--- src/rtl/hfb_pkg.sv ---
package hfb_pkg;
    // register addresses
    localparam logic [2:0] A_TX_CSR  = 3'd0;
    localparam logic [2:0] A_TX_DATA = 3'd1;
    localparam logic [2:0] A_RX_CSR  = 3'd2;
    localparam logic [2:0] A_RX_DATA = 3'd3;
    localparam logic [2:0] A_RX_LEN  = 3'd4;

    // transmit status/control bit positions
    localparam int TXB_DONE    = 0;
    localparam int TXB_GO      = 1;
    localparam int TXB_KILL    = 2;
    localparam int TXB_ABORTED = 3;
    localparam int TXB_OVF     = 4;
    localparam int TXB_FCS     = 5;

    // receive status/control bit positions
    localparam int RXB_READY   = 0;
    localparam int RXB_DROP    = 1;
    localparam int RXB_ERR     = 2;
    localparam int RXB_ABORTED = 3;
    localparam int RXB_OVF     = 4;
endpackage

--- src/rtl/hfb_ram.sv ---
module hfb_ram #(
    parameter int W     = 8,
    parameter int DEPTH = 128,
    parameter int AW    = $clog2(DEPTH)
) (
    input  logic          clk,
    input  logic          we,
    input  logic [AW-1:0] waddr,
    input  logic [W-1:0]  wdata,
    input  logic [AW-1:0] raddr,
    output logic [W-1:0]  rdata
);
    logic [W-1:0] mem [DEPTH];

    always_ff @(posedge clk) begin
        if (we) begin
            mem[waddr] <= wdata;
        end
    end

    assign rdata = mem[raddr];
endmodule

--- src/rtl/hfb_tx_buf.sv ---
module hfb_tx_buf
    import hfb_pkg::*;
#(
    parameter int DEPTH = 128,
    parameter int CNT_W = $clog2(DEPTH + 1),
    parameter int AW    = $clog2(DEPTH)
) (
    input  logic       clk,
    input  logic       rst_n,
    input  logic       data_wr,
    input  logic [7:0] data_in,
    input  logic       csr_wr,
    input  logic       go_bit,
    input  logic       kill_bit,
    input  logic       fcs_bit,
    input  logic       tx_take,
    output logic [7:0] tx_byte,
    output logic       tx_frame_valid,
    output logic       tx_abort_pulse,
    output logic       tx_fcs_en,
    output logic       done,
    output logic [7:0] csr_rdata
);
    localparam logic [CNT_W-1:0] FULL = CNT_W'(DEPTH);
    localparam logic [CNT_W-1:0] ONE  = CNT_W'(1);

    typedef struct packed {
        logic             busy;
        logic             done;
        logic             aborted;
        logic             ovf;
        logic             fcs;
        logic             kill;
        logic [CNT_W-1:0] wcnt;
        logic [CNT_W-1:0] rptr;
    } tx_state_t;

    tx_state_t st_q, st_d;
    logic      ram_we;

    always_comb begin
        st_d      = st_q;
        st_d.kill = 1'b0;
        ram_we    = 1'b0;

        // framer consumes bytes of the running frame
        if (st_q.busy && tx_take) begin
            st_d.rptr = st_q.rptr + ONE;
            if (st_q.rptr + ONE == st_q.wcnt) begin
                st_d.busy = 1'b0;
                st_d.done = 1'b1;
                st_d.wcnt = '0;
                st_d.rptr = '0;
            end
        end

        // control writes: go when idle, abort when busy
        if (csr_wr) begin
            st_d.fcs = fcs_bit;
            if (!st_q.busy && go_bit) begin
                if (st_q.wcnt == '0) begin
                    st_d.done = 1'b1;
                end else begin
                    st_d.busy = 1'b1;
                    st_d.rptr = '0;
                end
            end
            if (st_q.busy && kill_bit) begin
                st_d.busy    = 1'b0;
                st_d.done    = 1'b1;
                st_d.aborted = 1'b1;
                st_d.kill    = 1'b1;
                st_d.wcnt    = '0;
                st_d.rptr    = '0;
            end
        end

        // data writes are locked out while sending
        if (data_wr && !st_q.busy) begin
            if (st_q.done) begin
                st_d.done    = 1'b0;
                st_d.aborted = 1'b0;
                st_d.ovf     = 1'b0;
            end
            if (st_q.wcnt == FULL) begin
                st_d.ovf = 1'b1;
            end else begin
                ram_we    = 1'b1;
                st_d.wcnt = st_q.wcnt + ONE;
            end
        end
    end

    always_ff @(posedge clk or negedge rst_n) begin
        if (!rst_n) begin
            st_q <= '0;
        end else begin
            st_q <= st_d;
        end
    end

    hfb_ram #(.W(8), .DEPTH(DEPTH), .AW(AW)) i_store (
        .clk   (clk),
        .we    (ram_we),
        .waddr (st_q.wcnt[AW-1:0]),
        .wdata (data_in),
        .raddr (st_q.rptr[AW-1:0]),
        .rdata (tx_byte)
    );

    always_comb begin
        csr_rdata              = '0;
        csr_rdata[TXB_DONE]    = st_q.done;
        csr_rdata[TXB_ABORTED] = st_q.aborted;
        csr_rdata[TXB_OVF]     = st_q.ovf;
    end

    assign tx_frame_valid = st_q.busy;
    assign tx_abort_pulse = st_q.kill;
    assign tx_fcs_en      = st_q.fcs;
    assign done           = st_q.done;

    // a frame that stops sending always leaves done set
    a_r4_end_sets_done: assert property (@(posedge clk) disable iff (!rst_n)
        $fell(st_q.busy) |-> st_q.done);

    // the stored length cannot move while a frame is in flight
    a_r5_len_frozen: assert property (@(posedge clk) disable iff (!rst_n)
        (st_q.busy && $past(st_q.busy)) |-> $stable(st_q.wcnt));

    // fill level and read position stay inside the buffer
    a_r7_fill_bounded: assert property (@(posedge clk) disable iff (!rst_n)
        (st_q.wcnt <= FULL) && (st_q.rptr <= st_q.wcnt));

    // an abort request only appears with the frame closed and flagged
    a_r8_kill_flags: assert property (@(posedge clk) disable iff (!rst_n)
        st_q.kill |-> (st_q.done && st_q.aborted && !st_q.busy));
endmodule

--- src/rtl/hfb_rx_buf.sv ---
module hfb_rx_buf
    import hfb_pkg::*;
#(
    parameter int DEPTH = 128,
    parameter int CNT_W = $clog2(DEPTH + 1),
    parameter int AW    = $clog2(DEPTH)
) (
    input  logic       clk,
    input  logic       rst_n,
    input  logic       rx_push,
    input  logic [7:0] rx_byte,
    input  logic       rx_end,
    input  logic       rx_end_crc_err,
    input  logic       rx_end_abort,
    input  logic       data_rd,
    input  logic       drop_wr,
    output logic [7:0] rd_byte,
    output logic [7:0] csr_rdata,
    output logic [7:0] len_rdata,
    output logic       ready
);
    localparam logic [CNT_W-1:0] FULL = CNT_W'(DEPTH);
    localparam logic [CNT_W-1:0] ONE  = CNT_W'(1);

    typedef struct packed {
        logic             ready;
        logic             err;
        logic             abt;
        logic             ovf;
        logic             spoil;
        logic             lenv;
        logic [CNT_W-1:0] wcnt;
        logic [CNT_W-1:0] rptr;
        logic [CNT_W-1:0] len;
    } rx_state_t;

    rx_state_t st_q, st_d;
    logic      ram_we;

    always_comb begin
        st_d   = st_q;
        ram_we = 1'b0;

        // software side: read out or drop the held frame
        if (data_rd && st_q.ready) begin
            st_d.rptr = st_q.rptr + ONE;
            st_d.lenv = 1'b0;
            if (st_q.rptr + ONE == st_q.len) begin
                st_d.ready = 1'b0;
                st_d.rptr  = '0;
            end
        end
        if (drop_wr && st_q.ready) begin
            st_d.ready = 1'b0;
            st_d.lenv  = 1'b0;
            st_d.rptr  = '0;
        end

        // framer side: collect bytes, spoil the frame on overflow
        if (rx_push) begin
            if (st_q.ready || st_q.spoil || st_q.wcnt == FULL) begin
                st_d.spoil = 1'b1;
                st_d.ovf   = 1'b1;
            end else begin
                ram_we    = 1'b1;
                st_d.wcnt = st_q.wcnt + ONE;
            end
        end
        if (rx_end) begin
            if (st_d.spoil) begin
                st_d.spoil = 1'b0;
                st_d.wcnt  = '0;
                if (!st_q.ready) begin
                    st_d.err = 1'b0;
                    st_d.abt = 1'b0;
                end
            end else if (st_d.wcnt != '0) begin
                st_d.ready = 1'b1;
                st_d.len   = st_d.wcnt;
                st_d.lenv  = 1'b1;
                st_d.err   = rx_end_crc_err;
                st_d.abt   = rx_end_abort;
                st_d.ovf   = 1'b0;
                st_d.wcnt  = '0;
                st_d.rptr  = '0;
            end
        end
    end

    always_ff @(posedge clk or negedge rst_n) begin
        if (!rst_n) begin
            st_q <= '0;
        end else begin
            st_q <= st_d;
        end
    end

    hfb_ram #(.W(8), .DEPTH(DEPTH), .AW(AW)) i_store (
        .clk   (clk),
        .we    (ram_we),
        .waddr (st_q.wcnt[AW-1:0]),
        .wdata (rx_byte),
        .raddr (st_q.rptr[AW-1:0]),
        .rdata (rd_byte)
    );

    always_comb begin
        csr_rdata              = '0;
        csr_rdata[RXB_READY]   = st_q.ready;
        csr_rdata[RXB_ERR]     = st_q.err;
        csr_rdata[RXB_ABORTED] = st_q.abt;
        csr_rdata[RXB_OVF]     = st_q.ovf;
        len_rdata              = st_q.lenv ? 8'(st_q.len) : 8'h00;
    end

    assign ready = st_q.ready;

    // a frame becomes visible only together with a non-zero length
    a_r10_ready_has_len: assert property (@(posedge clk) disable iff (!rst_n)
        $rose(st_q.ready) |-> (st_q.lenv && st_q.len != '0));

    // the read position never leaves the held frame
    a_r11_read_in_frame: assert property (@(posedge clk) disable iff (!rst_n)
        st_q.ready |-> (st_q.rptr < st_q.len));

    // a spoiled frame stores nothing more
    a_r13_spoil_no_store: assert property (@(posedge clk) disable iff (!rst_n)
        (st_q.spoil && !rx_end) |=> $stable(st_q.wcnt));

    // fill level stays inside the buffer
    a_r13_fill_bounded: assert property (@(posedge clk) disable iff (!rst_n)
        st_q.wcnt <= FULL);
endmodule

--- src/rtl/hdlc_buf_regs.sv ---
module hdlc_buf_regs
    import hfb_pkg::*;
#(
    parameter int DEPTH = 128
) (
    input  logic       clk,
    input  logic       rst_n,
    input  logic       bus_stb,
    input  logic       bus_we,
    input  logic [2:0] bus_addr,
    input  logic [7:0] bus_wdata,
    output logic [7:0] bus_rdata,
    output logic       bus_ack,
    output logic       irq_tx_done,
    output logic       irq_rx_ready,
    output logic [7:0] tx_byte,
    output logic       tx_frame_valid,
    input  logic       tx_take,
    output logic       tx_abort_pulse,
    output logic       tx_fcs_en,
    input  logic [7:0] rx_byte,
    input  logic       rx_push,
    input  logic       rx_end,
    input  logic       rx_end_crc_err,
    input  logic       rx_end_abort
);
    localparam int CNT_W = $clog2(DEPTH + 1);
    localparam int AW    = $clog2(DEPTH);

    typedef struct packed {
        logic       ack;
        logic [7:0] rdata;
    } bus_state_t;

    bus_state_t bs_q, bs_d;

    logic       wr_acc, rd_acc;
    logic       tx_data_wr, tx_csr_wr, rx_csr_wr, rx_data_rd;
    logic [7:0] tx_csr_rd, rx_csr_rd, rx_len_rd, rx_data_byte;

    always_comb begin
        wr_acc     = bus_stb && bus_we;
        rd_acc     = bus_stb && !bus_we;
        tx_data_wr = wr_acc && (bus_addr == A_TX_DATA);
        tx_csr_wr  = wr_acc && (bus_addr == A_TX_CSR);
        rx_csr_wr  = wr_acc && (bus_addr == A_RX_CSR);
        rx_data_rd = rd_acc && (bus_addr == A_RX_DATA);

        bs_d.ack   = bus_stb;
        bs_d.rdata = '0;
        if (rd_acc) begin
            case (bus_addr)
                A_TX_CSR:  bs_d.rdata = tx_csr_rd;
                A_RX_CSR:  bs_d.rdata = rx_csr_rd;
                A_RX_DATA: bs_d.rdata = rx_data_byte;
                A_RX_LEN:  bs_d.rdata = rx_len_rd;
                default:   bs_d.rdata = '0;
            endcase
        end
    end

    always_ff @(posedge clk or negedge rst_n) begin
        if (!rst_n) begin
            bs_q <= '0;
        end else begin
            bs_q <= bs_d;
        end
    end

    hfb_tx_buf #(.DEPTH(DEPTH), .CNT_W(CNT_W), .AW(AW)) i_tx (
        .clk            (clk),
        .rst_n          (rst_n),
        .data_wr        (tx_data_wr),
        .data_in        (bus_wdata),
        .csr_wr         (tx_csr_wr),
        .go_bit         (bus_wdata[TXB_GO]),
        .kill_bit       (bus_wdata[TXB_KILL]),
        .fcs_bit        (bus_wdata[TXB_FCS]),
        .tx_take        (tx_take),
        .tx_byte        (tx_byte),
        .tx_frame_valid (tx_frame_valid),
        .tx_abort_pulse (tx_abort_pulse),
        .tx_fcs_en      (tx_fcs_en),
        .done           (irq_tx_done),
        .csr_rdata      (tx_csr_rd)
    );

    hfb_rx_buf #(.DEPTH(DEPTH), .CNT_W(CNT_W), .AW(AW)) i_rx (
        .clk            (clk),
        .rst_n          (rst_n),
        .rx_push        (rx_push),
        .rx_byte        (rx_byte),
        .rx_end         (rx_end),
        .rx_end_crc_err (rx_end_crc_err),
        .rx_end_abort   (rx_end_abort),
        .data_rd        (rx_data_rd),
        .drop_wr        (rx_csr_wr && bus_wdata[RXB_DROP]),
        .rd_byte        (rx_data_byte),
        .csr_rdata      (rx_csr_rd),
        .len_rdata      (rx_len_rd),
        .ready          (irq_rx_ready)
    );

    assign bus_ack   = bs_q.ack;
    assign bus_rdata = bs_q.rdata;

    // every strobe is answered in the following cycle
    a_r2_ack_follows_stb: assert property (@(posedge clk) disable iff (!rst_n)
        bus_stb |=> bus_ack);

    // no acknowledge without a strobe the cycle before
    a_r2_no_stray_ack: assert property (@(posedge clk) disable iff (!rst_n)
        !bus_stb |=> !bus_ack);

    // a write access returns no data
    a_r14_write_reads_zero: assert property (@(posedge clk) disable iff (!rst_n)
        (bus_stb && bus_we) |=> (bus_rdata == 8'h00));
endmodule

--- config.mk ---
export PLATFORM = sky130hd
export DESIGN_NAME = hdlc_buf_regs
export DESIGN_NICKNAME = d
export VERILOG_FILES = /design/src/rtl/hfb_pkg.sv /design/src/rtl/hfb_ram.sv /design/src/rtl/hfb_tx_buf.sv /design/src/rtl/hfb_rx_buf.sv /design/src/rtl/hdlc_buf_regs.sv
export SDC_FILE = /design/constraint.sdc
export NUM_CORES = 2
export LEC_CHECK = 0
export CAP_MARGIN = 20
export CORE_UTILIZATION = 40
export DETAILED_ROUTE_END_ITERATION = 10
export PLACE_DENSITY = 0.66
export SLEW_MARGIN = 10
export SYNTH_ARGS = -nofsm -noshare
export SYNTH_HDL_FRONTEND = slang
export SYNTH_SLANG_ARGS = --single-unit
--- constraint.sdc ---
create_clock -name clk -period 5.5 [get_ports clk]
set_input_delay 1.375 -clock clk [delete_from_list [all_inputs] [get_ports clk]]
set_output_delay 1.375 -clock clk [all_outputs]
set_load 0.01 [all_outputs]
# Word-level counts from Yosys, hierarchy flattened
# Memories as Yosys holds them, arrays and structs flattened.
# Index checks and enable logic that the tools add are counted.
# word_totals
elab_cells	111
mem_count	2
regBits	61
ramBits	2048
output_inout_bits	22
input_bits	28
# mem_list
name	words	width	read_ports	rd_ports_with_merged_regs	write_ports	line_no	source
i_rx.i_store.mem	128	8	1	0	1	hfb_ram.sv:13	logic [W-1:0] mem [DEPTH];
i_tx.i_store.mem	128	8	1	0	1	hfb_ram.sv:13	
# classes
n_eq_ne	9
bitwise_logic	1
addsub	4
n_mux	51
n_reduce_logical	25
# ops
cell	count
$mux W8	12
$mux W16	3
$mux W17	2
$add A8 B1 Y8 const B	4
$pmux W8 S4	1
$mux W30	1
$mux W25	1
$mux W1	19
$eq A8 B8 Y1	2
$eq A8 B8 Y1 const B	2
$mux W2	7
$logic_and A1 B1 Y1	13
$mux W3	4
$logic_not A8 Y1	1
$reduce_bool A8 Y1	1
$eq A3 B2 Y1 const B	2
$reduce_and A3 Y1	2
$mux W4	1
$reduce_bool A2 Y1	2
$eq A3 B1 Y1 const B	1
$eq A3 B3 Y1 const B	1
$logic_not A3 Y1	1
$logic_not A1 Y1	2
$logic_or A1 B1 Y1	2
3 further kinds	3

# Logic depth before layout (Yosys ltp)
# logic_depth
ltp_word	11
ltp_mapped	13
mapped_depth_nobuf	8

# By module
# Synthesis repeated with hierarchy kept, for this count alone.
# unflattened
cells_unflattened	3707
hier_area_um2	83078.4
# by_module_without_submodules
mod	cells_each	seq_area_each_um2	area_each_um2	instances
hfb_ram	1627	30749.5	39505.4	2
hfb_rx_buf	234	750.7	2011.9	1
hfb_tx_buf	163	550.5	1473.9	1
hdlc_buf_regs	56	225.2	581.8	1

# Least setup slack after synthesis
# No wires, ideal clock.
# synth_path
path_kind	reg2out
start	register i_tx.st_q[0] (netlist bit)
end	output port tx_byte[0]
path_slack_ns	1.614
required_ns	4.125
stages_incl_launch_ff	9
t_arrival_ns	2.511
path_buffers	4
cell_sequence	dfrtp_1 -> buf_2 -> buf_4 -> buf_2 -> buf_4 -> mux4_2 -> mux4_2 -> a22oi_1 -> a21oi_1
# synth_via
elab_chain_cells	1
# synth_lines
item	line_no	source
start, declared	hfb_tx_buf.sv:38	tx_state_t st_q, st_d;
start signal, assigned	hfb_tx_buf.sv:98	st_q <= st_d;
$mem_v2 Z128 W8	n/a	
end, declared	hdlc_buf_regs.sv:16	output logic [7:0] tx_byte,
# No other way between the ends.

# Final worst setup path
# layout_path
start	register i_tx.st_q[0] (netlist bit)
end	output port tx_byte[2]
# The elaborated chain is that of the path after synthesis.

==> flow_summary.yaml <==
critical_path:
  crit_type: "register to output pin"
  crit_path_frequent_cell: "mux4_2"
  slowest_delay_ns: 0.56
  crit_slowest_cell: "mux4_2"
  reg2reg_from: "i_rx.st_q[20]$_DFF_PN0_"
  r2r_end: "i_rx.i_store.mem[52][5]$_DFFE_PP_"
  cp_max_fo: 13
  path_delay_family: "multiplexers"
  r2r_cells: 6
  end_kind: "output pin"
  crit_chain: "buf_12, buf_16, mux4_2, mux4_2, a221o_2, a21oi_4, a21oi_1, clkdlybuf4s50_1"
  rrSetupSlack_ns: 1.56
  worstPathRequired_ns: 4.12
  arrival_ns: 4.05
  start_kind: "register"
  path_buf_inv: 3
floorplan:
  start_util: 0.4040
  rows: 166
  dieArea_mm2: 0.2091
  die_h_um: 457.2
  die_w_um: 457.2
  io_pins: 50
  core_mm2: 0.2052
routing:
  drt-initial-drc-count: 4766
  wl_per_cell_um: 27.80
  firstDrtPassIters: 5
  ant_nets: 0
  dr_total_vias: 40501
  drc: 0
  vias_per_cell: 5.759
  wl_um: 195500
sta:
  slew_headroom: 0.2133
  slew_violations: 0
  worst_slew_pin_slew_ns: 1.180
  fin_crit_sh: 0.9867
  skew_ns: 0.04062
  setup_viol: 0
  layout_setup_ws_ns: 0.07302
  fmax_ghz: 0.1843
  rsz0062_at_grt: "false"
  hold_violations: 0
  fin_crit_ns: 5.427
global_routing:
  grt_max_degree: 98
  use_met1: 0.2565
  grtUsageTotal: 0.1865
  use_met2: 0.3012
  grt_overflow_total: 0
  grt_pass1_vias: 41296
  met3_usage: 0.03368
  grt_pass1_wl_um: 287200
  grt-busiest-layer: "met2"
  antenna_found_initial: 2
logic_synthesis:
  synth_area_mm2: 0.08290
  ys_seq_area_frac: 0.7603
  synth_ff_type: "edfxtp_1"
  synth_nets: 3963
  synth_edf_count: 2048
  yosysWarnings: 0
  ys_ff_latch: 2109
  ys_async_sr_fraction: 0.02892
  synthDistinctLibCells: 76
  netlist_instances: 3929
  synth.avg_cell_area_um2: 21.10
clock_network:
  clock_sinks: 2109
  htreeDepth: 4
  cts.path.max_buffers: 3
  hold_buffers: 0
  clock_latency_ns: 0.83
  cts_tree: "done"
  cts_buffers: 196
  clkTransAtPathRegs_ns: 0.06
  cts-root-buf: "clkbuf_16"
finish:
  final_common_cell: "edfxtp_1"
  design_area_mm2: 0.09432
  final_core_util: 0.4597
  final_layout_size_suffix_gt1_frac: 0.2628
  layout_common_cells: "edfxtp_1, mux4_2, nor2_1"
  fill_cells: 16874
  area_delta_synth_final_pct: 13.79
  nNetsFinal: 4210
  final_cells: 7033
worst_hold_path:
  min-delay-start: "i_tx.tx_fcs_en$_DFFE_PN0P_"
  min_path_type: "register to register"
  whs_path_depth: 1
  hold_end: "i_tx.tx_fcs_en$_DFFE_PN0P_"
run_status:
  outcome: "finished clean"
placed_design:
  placed_cells: 6654
  gp_congestion: 0.8414
  portBuffers: 49
  place_area_mm2: 0.08741
  dp_worst_setup_slack_ns: 0.3651
  dpl.hpwl_um: 118700
power_and_ir_drop:
  switching_share: 0.2740
  intPower_uw: 30670
  p_leak_uw: 0.02897
  p_seq_frac: 0.432
  pwr-share-clk: 0.325
  comb_power_share: 0.243
  peakVddDrop_v: 0.0003300
  p_switching_uw: 11570
  power.density_mw_per_mm2: 447.8
job:
  maxCapViolCount: 0
==> layout make-up <==
class / instances / area, um2 / area share
Sequential cell: 2109 / 63050 / 0.6684
Multi-Input combinational cell: 1583 / 18860 / 0.1999
Clock buffer: 253 / 5274 / 0.05591
Tap cell: 2688 / 3363 / 0.03566
Timing Repair Buffer: 267 / 2501 / 0.02652
Clock inverter: 111 / 1199 / 0.01271
Inverter: 19 / 73.82 / 0.0007826
Antenna cell: 3 / 7.507 / 0.00007959
==> synth_stat cells, drive strengths merged (13+ instances only) <==
master     n  area (um2)
nor2b     21       131.4
a21oi     56       280.3
o221ai    19       166.4
mux2      22       247.7
dfrtp     61        1526
mux2i     96       960.9
xnor2     20       175.2
nand4     18       112.6
nor3      24       125.1
and2      15       93.84
and3      15       93.84
inv       17       63.81
o22ai     18       112.6
o211ai    15       112.6
o21ai     33       165.2
a22oi     24       180.2
buf      112       705.7
mux4     560       12610
nand2    110       412.9
nand3     45       225.2
nor2     312        1174
clkbuf   106       399.1
edfxtp  2048       61500
a211oi    13       97.59
==> through the flow <==
step                      hold WS (ns)  total power, uW  setup TNS [ns]
final                           0.5132            42240               0
after global routing            0.5397            43560               0
after CTS                       0.5211            42500        -0.02099
after detailed placement        0.5063            28460               0
after global placement          0.4950            28410               0
after floorplan                 0.4562            25200               0
==> logic make-up (layout without fill, tap and decap cells) <==
logic type / after synthesis / after routing / synth area share
AO/OA/AOI/OAI: 255 / 255 / 0.02124
other: 0 / 3 / 0
multiplexers: 678 / 678 / 0.1667
buffers and inverters: 237 / 650 / 0.01419
AND/OR/NAND/NOR: 612 / 612 / 0.03327
XOR/XNOR: 32 / 32 / 0.003381
flip-flops: 2109 / 2109 / 0.7603
adder cells (fa/ha/maj): 6 / 6 / 0.0009056
==> per-layer routing <==
metal / part of all wire / vias up
met2: 0.49 / 1736
li1: - / 16860
met4: 0.031 / 2
met3: 0.072 / 327
met1: 0.41 / 21576
met5: 0.000041 / -
==> registers in the layout, summed over array words and instances, names as in the netlist, 2 cells and up <==
register / cells
bus_rdata: 8
i_rx.st_q: 26
i_tx.csr_rdata: 2
i_rx.i_store.mem: 1024
i_tx.st_q: 16
i_rx.csr_rdata: 3
i_tx.i_store.mem: 1024
==> power by group through the flow <==
| stage | Combinational (uW) | Clock [uW] | Sequential (uW) |
|---|---|---|---|
| 6_report | 10300 | 13700 | 18200 |
| 5_1_grt | 10800 | 14500 | 18200 |
| 4_1_cts | 10300 | 13900 | 18200 |
| 3_5_place_dp | 9840 | 0 | 18600 |
| 3_3_place_gp | 9790 | 0 | 18600 |
| 2_1_floorplan | 7060 | 0 | 18100 |
==> what timing repair did <==
| item | in CTS | in global routing |
|---|---|---|
| pin swaps | 5 | 1 |
| endpoints found under the hold margin | 0 | 0 |
| gates resized for setup | 51 | 5 |
| cloned | 3 | 0 |
| buffers inserted | 8 | 1 |
| setup endpoints to repair | 8 | 2 |
==> worst max-delay path by stage <==
stage                                 startpoint                                 end  slack (ns)  cells past startpoint
after global routing      i_tx.st_q[0]$_DFF_PN0_                          tx_byte[2]        0.01                      9
after global placement               bus_addr[2]  i_tx.i_store.mem[112][5]$_DFFE_PP_        0.36                      7
final                     i_tx.st_q[0]$_DFF_PN0_                          tx_byte[2]        0.07                      8
after floorplan           i_tx.st_q[0]$_DFF_PN0_                          tx_byte[0]        1.61                      8
after CTS                 i_tx.st_q[0]$_DFF_PN0_                          tx_byte[2]       -0.02                      8
after detailed placement  i_tx.st_q[0]$_DFF_PN0_                          tx_byte[1]        0.37                      8
Note: power is estimated with default switching activity, not from simulation.
